## src/rtl/bt_host_pkg.sv

```systemverilog
package bt_host_pkg;

  localparam logic [1:0] OFS_CTRL = 2'd0;
  localparam logic [1:0] OFS_DATA = 2'd1;
  localparam logic [1:0] OFS_MASK = 2'd2;

  localparam int B_CLR_IN    = 0;
  localparam int B_CLR_OUT   = 1;
  localparam int B_DOORBELL  = 2;
  localparam int B_C2H_ATN   = 3;
  localparam int B_MSG_ATN   = 4;
  localparam int B_HOST_BUSY = 6;
  localparam int B_CTRL_BUSY = 7;

  localparam logic [7:0] IDLE_BYTE = 8'hFF;

  typedef struct packed {
    logic ctrl_busy;
    logic host_busy;
    logic msg_atn;
    logic c2h_atn;
  } flags_t;

  function automatic logic [7:0] pack_ctrl(input flags_t f);
    logic [7:0] b;
    b = '0;
    b[B_CTRL_BUSY] = f.ctrl_busy;
    b[B_HOST_BUSY] = f.host_busy;
    b[B_MSG_ATN]   = f.msg_atn;
    b[B_C2H_ATN]   = f.c2h_atn;
    return b;
  endfunction

endpackage

```

## src/rtl/bt_ctrl_reg.sv

```systemverilog
module bt_ctrl_reg
  import bt_host_pkg::*;
(
  input  logic       clk,
  input  logic       rst_n,
  input  logic       ctrl_wr,
  input  logic [7:0] wdata,
  input  logic       rsp_done,
  input  logic       msg_set,
  output flags_t     flags,
  output logic       req_strobe
);

  logic ring;
  assign ring = ctrl_wr & wdata[B_DOORBELL];

  always_ff @(posedge clk) begin
    if (!rst_n) begin
      flags      <= '0;
      req_strobe <= 1'b0;
    end else begin
      req_strobe <= ring;

      if (ctrl_wr && wdata[B_HOST_BUSY])
        flags.host_busy <= ~flags.host_busy;

      // a fresh event wins over an acknowledge in the same cycle
      if (rsp_done)
        flags.c2h_atn <= 1'b1;
      else if (ctrl_wr && wdata[B_C2H_ATN])
        flags.c2h_atn <= 1'b0;

      if (msg_set)
        flags.msg_atn <= 1'b1;
      else if (ctrl_wr && wdata[B_MSG_ATN])
        flags.msg_atn <= 1'b0;

      if (ring)
        flags.ctrl_busy <= 1'b1;
      else if (rsp_done)
        flags.ctrl_busy <= 1'b0;
    end
  end

endmodule

```

## src/rtl/bt_inbound_buf.sv

```systemverilog
module bt_inbound_buf #(
  parameter int DEPTH = 64,
  parameter int LEN_W = 8,
  localparam int IDX_W = (DEPTH > 1) ? $clog2(DEPTH) : 1
) (
  input  logic             clk,
  input  logic             rst_n,
  input  logic             push,
  input  logic [7:0]       push_byte,
  input  logic             clear,
  input  logic [IDX_W-1:0] peek_idx,
  output logic [LEN_W-1:0] len,
  output logic [7:0]       peek_byte
);

  localparam logic [LEN_W-1:0] LEN_MAX  = '1;
  localparam logic [LEN_W-1:0] LEN_DEEP = LEN_W'(DEPTH);

  logic [7:0] mem [DEPTH];
  logic       room;

  assign room = (len < LEN_DEEP);

  always_ff @(posedge clk) begin
    if (push && room)
      mem[len[IDX_W-1:0]] <= push_byte;
  end

  always_ff @(posedge clk) begin
    if (!rst_n)
      len <= '0;
    else if (clear)
      len <= '0;
    else if (push && (len != LEN_MAX))
      len <= len + 1'b1;
  end

  always_comb begin
    if ({1'b0, peek_idx} < (IDX_W + 1)'(DEPTH))
      peek_byte = mem[peek_idx];
    else
      peek_byte = 8'h00;
  end

endmodule

```

## src/rtl/bt_outbound_buf.sv

```systemverilog
module bt_outbound_buf #(
  parameter int DEPTH = 64,
  localparam int IDX_W = (DEPTH > 1) ? $clog2(DEPTH) : 1,
  localparam int CNT_W = $clog2(DEPTH + 1)
) (
  input  logic       clk,
  input  logic       rst_n,
  input  logic       rsp_valid,
  input  logic [7:0] rsp_data,
  input  logic       rsp_last,
  output logic       rsp_ready,
  output logic       load_done,
  input  logic       pop,
  input  logic       rewind,
  output logic       pending,
  output logic [7:0] head_byte
);

  localparam logic [CNT_W-1:0] CNT_DEEP = CNT_W'(DEPTH);

  logic [7:0]       mem [DEPTH];
  logic [CNT_W-1:0] out_len;
  logic [CNT_W-1:0] out_pos;
  logic [CNT_W-1:0] fill_cnt;
  logic [CNT_W-1:0] fill_next;
  logic             accept;

  assign rsp_ready = (out_len == '0);
  assign pending   = (out_len != '0);
  assign accept    = rsp_valid & rsp_ready;
  assign load_done = accept & rsp_last;
  assign fill_next = (fill_cnt == CNT_DEEP) ? fill_cnt : fill_cnt + 1'b1;
  assign head_byte = mem[out_pos[IDX_W-1:0]];

  always_ff @(posedge clk) begin
    if (accept && (fill_cnt < CNT_DEEP))
      mem[fill_cnt[IDX_W-1:0]] <= rsp_data;
  end

  always_ff @(posedge clk) begin
    if (!rst_n) begin
      out_len  <= '0;
      out_pos  <= '0;
      fill_cnt <= '0;
    end else begin
      if (accept) begin
        if (rsp_last) begin
          out_len  <= fill_next;
          out_pos  <= '0;
          fill_cnt <= '0;
        end else begin
          fill_cnt <= fill_next;
        end
      end else if (rewind) begin
        out_pos <= '0;
      end else if (pop && pending) begin
        if (CNT_W'(out_pos + 1'b1) == out_len) begin
          out_pos <= '0;
          out_len <= '0;
        end else begin
          out_pos <= out_pos + 1'b1;
        end
      end
    end
  end

endmodule

```

## src/rtl/bt_host_port.sv

```systemverilog
module bt_host_port
  import bt_host_pkg::*;
#(
  parameter int DEPTH = 64,
  localparam int IDX_W = (DEPTH > 1) ? $clog2(DEPTH) : 1,
  localparam int FIT_W = $clog2(DEPTH + 1),
  localparam int LEN_W = (FIT_W > 8) ? FIT_W : 8
) (
  input  logic             clk,
  input  logic             rst_n,
  input  logic             host_wr,
  input  logic             host_rd,
  input  logic [1:0]       host_addr,
  input  logic [7:0]       host_wdata,
  output logic [7:0]       host_rdata,
  output logic             req_strobe,
  output logic [LEN_W-1:0] req_len,
  input  logic [IDX_W-1:0] req_idx,
  output logic [7:0]       req_byte,
  input  logic             rsp_valid,
  input  logic [7:0]       rsp_data,
  input  logic             rsp_last,
  output logic             rsp_ready,
  input  logic             sms_set,
  output logic [7:0]       irq_mask
);

  logic       wr_ctrl, wr_data, wr_mask;
  logic       rd_hold_q, rd_pulse, rd_data;
  logic       rsp_done, rsp_pending;
  logic [7:0] head_byte, ctrl_byte, rd_mux, mask_q;
  flags_t     flags;

  assign wr_ctrl  = host_wr && (host_addr == OFS_CTRL);
  assign wr_data  = host_wr && (host_addr == OFS_DATA);
  assign wr_mask  = host_wr && (host_addr == OFS_MASK);
  assign rd_pulse = host_rd & ~rd_hold_q;
  assign rd_data  = rd_pulse && (host_addr == OFS_DATA);

  bt_ctrl_reg u_ctrl (
    .clk        (clk),
    .rst_n      (rst_n),
    .ctrl_wr    (wr_ctrl),
    .wdata      (host_wdata),
    .rsp_done   (rsp_done),
    .msg_set    (sms_set),
    .flags      (flags),
    .req_strobe (req_strobe)
  );

  bt_inbound_buf #(.DEPTH(DEPTH), .LEN_W(LEN_W)) u_in (
    .clk       (clk),
    .rst_n     (rst_n),
    .push      (wr_data),
    .push_byte (host_wdata),
    .clear     (wr_ctrl && host_wdata[B_CLR_IN]),
    .peek_idx  (req_idx),
    .len       (req_len),
    .peek_byte (req_byte)
  );

  bt_outbound_buf #(.DEPTH(DEPTH)) u_out (
    .clk       (clk),
    .rst_n     (rst_n),
    .rsp_valid (rsp_valid),
    .rsp_data  (rsp_data),
    .rsp_last  (rsp_last),
    .rsp_ready (rsp_ready),
    .load_done (rsp_done),
    .pop       (rd_data),
    .rewind    (wr_ctrl && host_wdata[B_CLR_OUT]),
    .pending   (rsp_pending),
    .head_byte (head_byte)
  );

  assign ctrl_byte = pack_ctrl(flags);
  assign irq_mask  = mask_q;

  always_comb begin
    unique case (host_addr)
      OFS_CTRL: rd_mux = ctrl_byte;
      OFS_DATA: rd_mux = rsp_pending ? head_byte : IDLE_BYTE;
      OFS_MASK: rd_mux = mask_q;
      default:  rd_mux = IDLE_BYTE;
    endcase
  end

  always_ff @(posedge clk) begin
    if (!rst_n) begin
      rd_hold_q  <= 1'b0;
      host_rdata <= '0;
      mask_q     <= '0;
    end else begin
      rd_hold_q <= host_rd;
      if (rd_pulse)
        host_rdata <= rd_mux;
      if (wr_mask)
        mask_q <= host_wdata;
    end
  end

endmodule

```

## config.mk

```make
export PLATFORM = sky130hd
export DESIGN_NAME = bt_host_port
export DESIGN_NICKNAME = d
export VERILOG_FILES = /design/src/rtl/bt_host_pkg.sv /design/src/rtl/bt_ctrl_reg.sv /design/src/rtl/bt_inbound_buf.sv /design/src/rtl/bt_outbound_buf.sv /design/src/rtl/bt_host_port.sv
export SDC_FILE = /design/constraint.sdc
export NUM_CORES = 1
export LEC_CHECK = 0
export ABC_CLOCK_PERIOD_IN_PS = 2900
export CAP_MARGIN = 15
export CORE_MARGIN = 4
export CORE_UTILIZATION = 45
export DETAILED_ROUTE_END_ITERATION = 16
export DONT_BUFFER_PORTS = 1
export PLACE_DENSITY = 0.72
export SYNTH_ARGS = -nofsm -noshare
export SYNTH_HDL_FRONTEND = slang
export SYNTH_SLANG_ARGS = --single-unit
```

## constraint.sdc

```tcl
create_clock -name clk -period 2.9 [get_ports clk]
set_input_delay 0.58 -clock clk [delete_from_list [all_inputs] [get_ports clk]]
set_output_delay 0.58 -clock clk [all_outputs]
set_load 0.02 [all_outputs]
```

* Word level (Yosys, flattened, before mapping)
Memories as Yosys holds them, arrays and structs flattened. A register that Yosys moved wholly into a read port is not among the register bits.
Cells that the tools add are included.
** Word-level totals
- Bits in registers :: 51
- Bits in writable memories :: 1024
- Input bits :: 31
- Output and inout bits :: 34
- Memories kept :: 2
** Memories
- u_in.mem :: words 64, bits a word 8, rd ports 1, clocked after memory_dff 0, wr ports 1, line bt_inbound_buf.sv:19 : logic [7:0] mem [DEPTH];
- u_out.mem :: words 64, bits a word 8, rd ports 1, clocked after memory_dff 1, wr ports 1, line bt_outbound_buf.sv:21 : logic [7:0] mem [DEPTH];
** Operators by class
- Add/subtract/negate cells :: 3
- Order comparisons :: 2
- Equality and inequality tests :: 7
- Multiplexer cells :: 26
- Bitwise gates (word level) :: 7
- Reduce and logical (&&, ||, !) cells :: 25
** Operator list (number)
- 2-to-1 mux 7 bit :: 12
- case mux 8 bit (3 select lines) :: 1
- adder 7 x 1 -> 7 bit (second input constant) :: 2
- logical AND 1 bit :: 13
- 2-to-1 mux 6 bit :: 2
- 2-to-1 mux 1 bit :: 10
- nonzero test 2 bit :: 5
- adder 8 x 1 -> 8 bit (second input constant) :: 1
- less-than comparator 8 x 7 -> 1 bit (second input constant) :: 1
- 2-to-1 mux 8 bit :: 1
- != test 8 bit (second input constant) :: 1
- == test 7 bit :: 1
- == test 7 bit (second input constant) :: 1
- logical NOT 7 bit :: 1
- less-than comparator 7 bit (second input constant) :: 1
- nonzero test 7 bit :: 1
- bitwise AND 1 bit :: 4
- != test 2 bit (second input constant) :: 2
- AND reduction 4 bit :: 1
- inverter 1 bit :: 3
- nonzero test 3 bit :: 1
- == test 2 x 1 -> 1 bit (second input constant) :: 1
- == test 2 bit (second input constant) :: 1
- logical NOT 2 bit :: 1
- other kinds (2) :: 2

* Longest topological paths before layout
Gate-level depths: netlist of the first run.
- Depth in word-level cells :: 9
- Mapped depth :: 10
- Depth with buffers taken out :: 7

* Modules after synthesis
A second synthesis of the first run with hierarchy kept.
** Unflattened totals
- Cells, all modules :: 2147
- Area, all modules :: 42630.9 µm²
** Modules (own cells, without submodules)
- bt_outbound_buf :: instances 1, cells an instance 1052, area each 21269.1 µm², seq. area each 15915.3 µm²
- bt_inbound_buf :: instances 1, cells an instance 994, area each 20404.6 µm², seq. area each 15534.9 µm²
- bt_host_port :: instances 1, cells an instance 82, area each 775.7 µm², seq. area each 340.3 µm²
- bt_ctrl_reg :: instances 1, cells an instance 19, area each 181.4 µm², seq. area each 100.1 µm²

* Least setup slack after synthesis of the first run
Ideal clock, no wire load.
- Path type :: input to output
- Start point :: input req_idx[1]
- End point :: output req_byte[2]
- Arrival :: 2.418 ns
- Data required time :: 2.320 ns
- Slack :: -0.098 ns
- Cell stages on the path :: 6
- Path buffers :: 2
- Cells stage by stage :: clkbuf_1 > clkbuf_1 > mux4_2 > mux4_2 > a22oi_1 > nand3_1
** On the way
- Word-level cells in the longest chain between the ends :: 1
** Ends and longest elaborated chain
- from (decl) :: line bt_host_port.sv:18 : input logic [IDX_W-1:0] req_idx,
- memory read (64 x 8 bit)
- to (decl) :: line bt_host_port.sv:19 : output logic [7:0] req_byte,
Every way passes these cells.

* Worst setup path in the final report of the first run
- Start point :: memory u_in.mem[3][0]
- End point :: output req_byte[0]
** On the way
- Word-level cells in the longest chain between the ends :: 1
** Ends and longest elaborated chain (line)
- from (decl) :: bt_inbound_buf.sv:19
- memory read (64 x 8 bit)
Every way passes these cells.

==> results of run 1 <==
synthesized netlist by cell type, types with 2 or more instances:
cell and n:
edfxtp_1 1024, mux4_2 262, nor2_1 185, nand2_1 78, mux2i_1 77, dfxtp_1 57
nand3_1 51, clkbuf_1 42, buf_2 26, a22oi_1 22, a21oi_1 19, buf_1 18
o21ai_0 16, xnor2_1 16, nor3_1 15, buf_6 14, nor2b_1 14, mux4_1 12
xor2_1 11, buf_4 10, o22ai_1 10, a31oi_1 9, a22o_1 8, inv_1 8
nand3b_1 8, o21ai_1 8, a211oi_1 7, nand4_1 7, a2111oi_0 6, nor4_1 6
and3_1 4, ha_1 4, nand2b_1 4, o31ai_1 4, or4_1 4, a211o_1 3
buf_12 3, nor4b_1 3, o21a_1 3, or3_1 3, or3b_2 3, and3b_1 2
buf_8 2, o311ai_1 2, or2_2 2
critical path, stage by stage, from the launching register on:
cell,delay [ps]
edfxtp_1,400
mux4_2,490
mux4_2,470
nor2b_4,150
a211oi_2,190
buf_4,180
a21oi_4,40
buf_6,130
worst min-delay path by stage:
stage	start	endpoint	slack, ps
2_1_floorplan	u_ctrl.flags[0]	u_ctrl.flags[0]	440
3_3_place_gp	u_ctrl.flags[0]	u_ctrl.flags[0]	450
3_5_place_dp	u_ctrl.flags[0]	u_ctrl.flags[0]	470
4_1_cts	rsp_data[3]	u_out.mem[40][3]	0.04
5_1_grt	rsp_data[3]	u_out.mem[33][3]	0.2
6_report	host_rd	rd_hold_q	30
sequential cells by signal (all words and copies together), names as in the netlist, named ones only:
register and flops:
rd_hold_q 1, u_in.mem 512, u_in.len 8, u_ctrl.flags 4, host_rdata 8, u_out.fill_cnt 7, u_out.out_len 7, u_out.mem 512
irq_mask 8, u_out.out_pos 7, u_ctrl.req_strobe 1
layout make-up:
class / instances / area [µm²]
clock buffer: 129 / 2740
sequential: 1081 / 31900
timing repair buffer: 241 / 2190
multi-input combinational: 905 / 10100
antenna: 4 / 10.0
inverter: 9 / 33.8
fill: 7199 / 44400
clock inverter: 63 / 703
tap: 1254 / 1570
cell usage in the layout, fill, tap and decap left out, drive strengths merged, types with 11 or more instances in the layout:
cell / count
mux4: 274
nor2: 185
edfxtp: 1024
clkbuf: 129
o21ai: 25
xnor2: 16
mux2i: 77
a21oi: 19
inv: 11
clkinv: 45
nand2: 78
nor3: 15
dfxtp: 57
buf: 197
xor2: 11
nor2b: 14
bufinv: 14
a22oi: 22
nand3: 52
dlygate4sd3: 44
report_power, final:
| part | leakage (nW) | internal, mW | switching [mW] | total [mW] |
|---|---|---|---|---|
| Sequential | 9.67 | 17.1 | 0.0653 | 17.2 |
| Combinational | 4.07 | 0.457 | 0.588 | 1.05 |
| Clock | 1.68 | 7.94 | 5.66 | 13.6 |
routing by layer:
layer | track usage [%] | wire (µm)
met1 | 27.5 | 38800
met2 | 33.2 | 50600
met3 | 6.53 | 11800
met4 | 6.88 | 3700
met5 | 0 | 0
cells by family (layout without fill, tap and decap cells):
kind of cell	count (synthesis)	count (layout)	share of synthesized area [%]
xor gates and xnor gates	27	27	0.555
muxes	352	352	16.4
buffers and inverters	124	442	1.67
and+or+nand+nor	398	398	4.30
AOI/OAI and AO/OA	124	124	2.02
DFF	1081	1081	74.9
other	0	4	0
adders and majority gates	4	4	0.118
timing repair:
item | CTS | global route
resized for setup | 21 | 14
hold endpoints to repair | 514 | 13
buffers inserted | 0 | 1
pin swaps | 13 | 3
setup endpoints to repair | 8 | 9
hold buffers | 48 | 7
==> impl_metrics.json, run 1 <==
{
  "grt_max_degree": 129,
  "rows": 112,
  "drt-total-wl_um": 105000,
  "path_clk_slew_ps": 60,
  "synth_warnings": 0,
  "r2r_end": "host_rdata[0]",
  "synth_top_area_share_pct": 72.2,
  "gp_congestion": 0.938,
  "syn_area_um2": 42600,
  "drive_gt1_share_pct": 26.6,
  "setup_viol": 8,
  "r2r_cells": 7,
  "cts-htree-levels": 3,
  "syn_nets": 2145,
  "synth_area_leaders": "edfxtp_1 72%, mux4_2 14%, dfxtp_1 2.7%, mux2i_1 1.8%, nor2_1 1.6%",
  "cts_buffer_depth": 3,
  "vias": 22200,
  "io_buffers": 0,
  "async_flop_share_pct": 0,
  "overflow": 0,
  "grt_pass1_vias": 22100,
  "hold_class": "input pin to flop",
  "drc": 0,
  "relSlewSlack_pct": 21.5,
  "fmax_mhz": 305,
  "nets": 2376,
  "min_period_ps": 3280,
  "synthFlopType": "edfxtp_1",
  "end_kind": "output pin",
  "clkSinkCount": 1081,
  "viasPerCell": 6.01,
  "final_antenna_net_count": 0,
  "rsz0062_at_grt": "yes",
  "hold_violations": 0,
  "cts_buffers": 103,
  "ctsRootBufferMaster": "clkbuf_16",
  "cp-startpoint": "u_in.mem[3][0]",
  "r2r_slack_ps": 170,
  "die_x_um": 316,
  "synth_area_leader_cell": "edfxtp_1",
  "violations": "negative setup slack",
  "cp-endpoint": "req_byte[0]",
  "grt_use_total_pct": 20.8,
  "dp_hpwl_um": 58800,
  "syn_area_per_cell_um2": 20.2,
  "yosysUniqueCellTypes": 63,
  "drt-initial-drc-count": 3104,
  "core_um2": 93600,
  "dr.pass1.iters": 6,
  "netlist_instances": 2110,
  "design_area_um2": 49200,
  "antenna_found_initial": 3,
  "fin_setup_tns_ps": -2480,
  "cts_tree": "done",
  "whs_ps": 33.6,
  "ir_worst_vdd_mv": 0.494,
  "die_area_um2": 99600,
  "report.final.slew_viol_count": 0,
  "cp_max_fo": 1,
  "initial_core_util_pct": 45.5,
  "power.density_nw_per_um2": 646,
  "whs_path_depth": 1,
  "synth-edff-count": 1024,
  "synth.yosys.seq_area_share_pct": 74.9,
  "dp_worst_setup_slack_ps": -245,
  "wl_per_cell_um": 28.5,
  "area_growth_pct": 15.7,
  "fin_ws_ps": -381,
  "clk_latency_ps": 680,
  "post_dp_cell_area_um2": 44900,
  "grt_pass1_wl_um": 151000,
  "die_y_um": 316,
  "cap_viol_max_count": 0,
  "tightestPinTransition_ps": 1170,
  "finalPower_mw": 31.8,
  "dp_cells": 3433,
  "final_util_pct": 52.6,
  "ys_ff_latch": 1081,
  "finalCritPeriodShare_pct": 113,
  "layout.cells.non_filler": 3686,
  "worst_ep_required_time_ps": 2320,
  "status": "finished, violations left",
  "critPathArrivalTime_ps": 2700,
  "startpoint_type": "flop",
  "p_leak_nw": 15.4,
  "clock_skew_ps": 26.3,
  "worstSetupPathType": "flop to output pin",
  "ioPinCount": 65
}
Note: power is estimated with default switching activity, not from simulation.
==> run 2, diff against run 1 <==
CELL_PAD_IN_SITES_DETAIL_PLACEMENT = 1   (was default)
CELL_PAD_IN_SITES_GLOBAL_PLACEMENT = 1   (was default)
PLACE_DENSITY = 0.78   (was 0.72)
==> impl_metrics.json, run 2 (synthesis results as in run 1) <==
{
  "status": "finished, violations left",
  "violations": "negative setup slack",
  "vias": 22400,
  "tightestPinTransition_ps": 1020,
  "finalPower_mw": 31.5,
  "clkSinkCount": 1081,
  "power.density_nw_per_um2": 643,
  "ctsRootBufferMaster": "clkbuf_16",
  "rows": 112,
  "critPathArrivalTime_ps": 2680,
  "area_growth_pct": 15.1,
  "min-delay-start": "host_rd",
  "final_common_cell": "edfxtp_1",
  "cts_tree": "done",
  "drive_gt1_share_pct": 27.0,
  "ioPinCount": 65,
  "layout.cells.non_filler": 3670,
  "crit_path_frequent_cell": "mux4_2",
  "worstSetupPathType": "flop to output pin",
  "finalCritPeriodShare_pct": 112,
  "dp_hpwl_um": 66800,
  "die_area_um2": 99600,
  "min_period_ps": 3260,
  "wl_per_cell_um": 32.5,
  "setup_viol": 8,
  "grt_use_total_pct": 24.2,
  "cts_buffers": 103,
  "r2r_end": "host_rdata[5]",
  "nets": 2355,
  "relSlewSlack_pct": 32.1,
  "crit_chain": "mux4_2 > mux4_2 > a22oi_2 > nand3_2",
  "drc": 0,
  "hold_violations": 0,
  "worst_ep_required_time_ps": 2320,
  "cts-htree-levels": 3,
  "fmax_mhz": 307,
  "cap_viol_max_count": 0,
  "die_x_um": 316,
  "overflow": 0,
  "dr.pass1.iters": 5,
  "antenna_found_initial": 5,
  "fin_ws_ps": -357,
  "die_y_um": 316,
  "io_buffers": 0,
  "initial_core_util_pct": 45.5,
  "path_clk_slew_ps": 60,
  "r2r_cells": 6,
  "ir_worst_vdd_mv": 0.607,
  "cp_max_fo": 1,
  "startpoint_type": "flop",
  "clock_skew_ps": 31.0,
  "whs_path_depth": 1,
  "core_um2": 93600,
  "cts_setup_buffers": 0,
  "slowest_delay_ps": 580,
  "grt_max_degree": 129,
  "report.final.slew_viol_count": 0,
  "critPathSlowestCell": "mux4_2",
  "dp_cells": 3424,
  "gp_congestion": 0.890,
  "grt_pass1_vias": 24100,
  "final_antenna_net_count": 0,
  "p_leak_nw": 15.3,
  "end_kind": "output pin",
  "rsz0062_at_grt": "yes",
  "drt-total-wl_um": 119000,
  "cts_buffer_depth": 3,
  "grt_pass1_wl_um": 173000,
  "clk_latency_ps": 680,
  "final_cell_mix": "1024 x edfxtp_1, 264 x mux4_2, 185 x nor2_1",
  "min_to": "rd_hold_q",
  "r2r_slack_ps": 120,
  "drt-initial-drc-count": 2796,
  "viasPerCell": 6.11,
  "dp_worst_setup_slack_ps": -199,
  "hold_class": "input pin to flop"
}
[run 2: worst max-delay path, delay by kind of cell, from the launching register on]
family	cells	cell delay, ps
flip-flops	1	420
AND/OR/NAND/NOR	1	200
AO/OA/AOI/OAI	1	320
multiplexers	2	1080
[run 2: through the flow]
stage	TNS (ps)	cell area, µm²	utilization (%)	hold WS (ps)
floorplan	0	42600	-	436
global placement	-290	44900	47.9	453
detailed placement	-416	44900	47.9	459
CTS	-2320	48900	52.3	5.55
global route	-2550	49000	52.3	13.8
finish	-2120	49000	52.4	48.1
[run 2: worst max-delay path by stage]
stage                    startpoint     endpoint  cells after the start
global placement         req_idx[0]  req_byte[1]                      6
detailed placement       req_idx[0]  req_byte[0]                      6
CTS                 u_in.mem[15][1]  req_byte[1]                      6
global route        u_in.mem[14][4]  req_byte[4]                      4
floorplan                req_idx[0]  req_byte[2]                      6
finish              u_in.mem[14][4]  req_byte[4]                      4
[run 2: where the power goes]
group	internal [mW]	switching, mW	leakage (nW)
combinational	0.444	0.633	4.03
clock	7.43	5.86	1.62
sequential	17.1	0.0640	9.67
total	25.0	6.56	15.3
[run 2: area by class of cell]
cell class	instances	area, µm²
clock buffers	129	2750
flip-flops and latches	1081	31900
diodes	8	20.0
inverters	9	33.8
well taps	1254	1570
fillers	8337	44600
clock inverters	64	537
repair buffers	220	2090
multi-input cells	905	10100
[run 2: repair_timing]
action / 4_1_cts / 5_1_grt
pin swaps: 11 / 1
gates resized for setup: 26 / 6
hold buffers: 44 / 0
endpoints found under the hold margin: 707 / 0
setup endpoints to repair: 9 / 8
[run 2: layer usage]
metal / GRT usage, % / share of wire, % / routed length [µm] / vias up
li1: - / - / - / 9078
met1: 30.2 / 36 / 43000 / 11900
met2: 40.6 / 50 / 59500 / 1162
met3: 6.97 / 10 / 11900 / 308
met4: 9.10 / 4.1 / 4880 / 6
met5: 0 / 0.030 / 36 / -
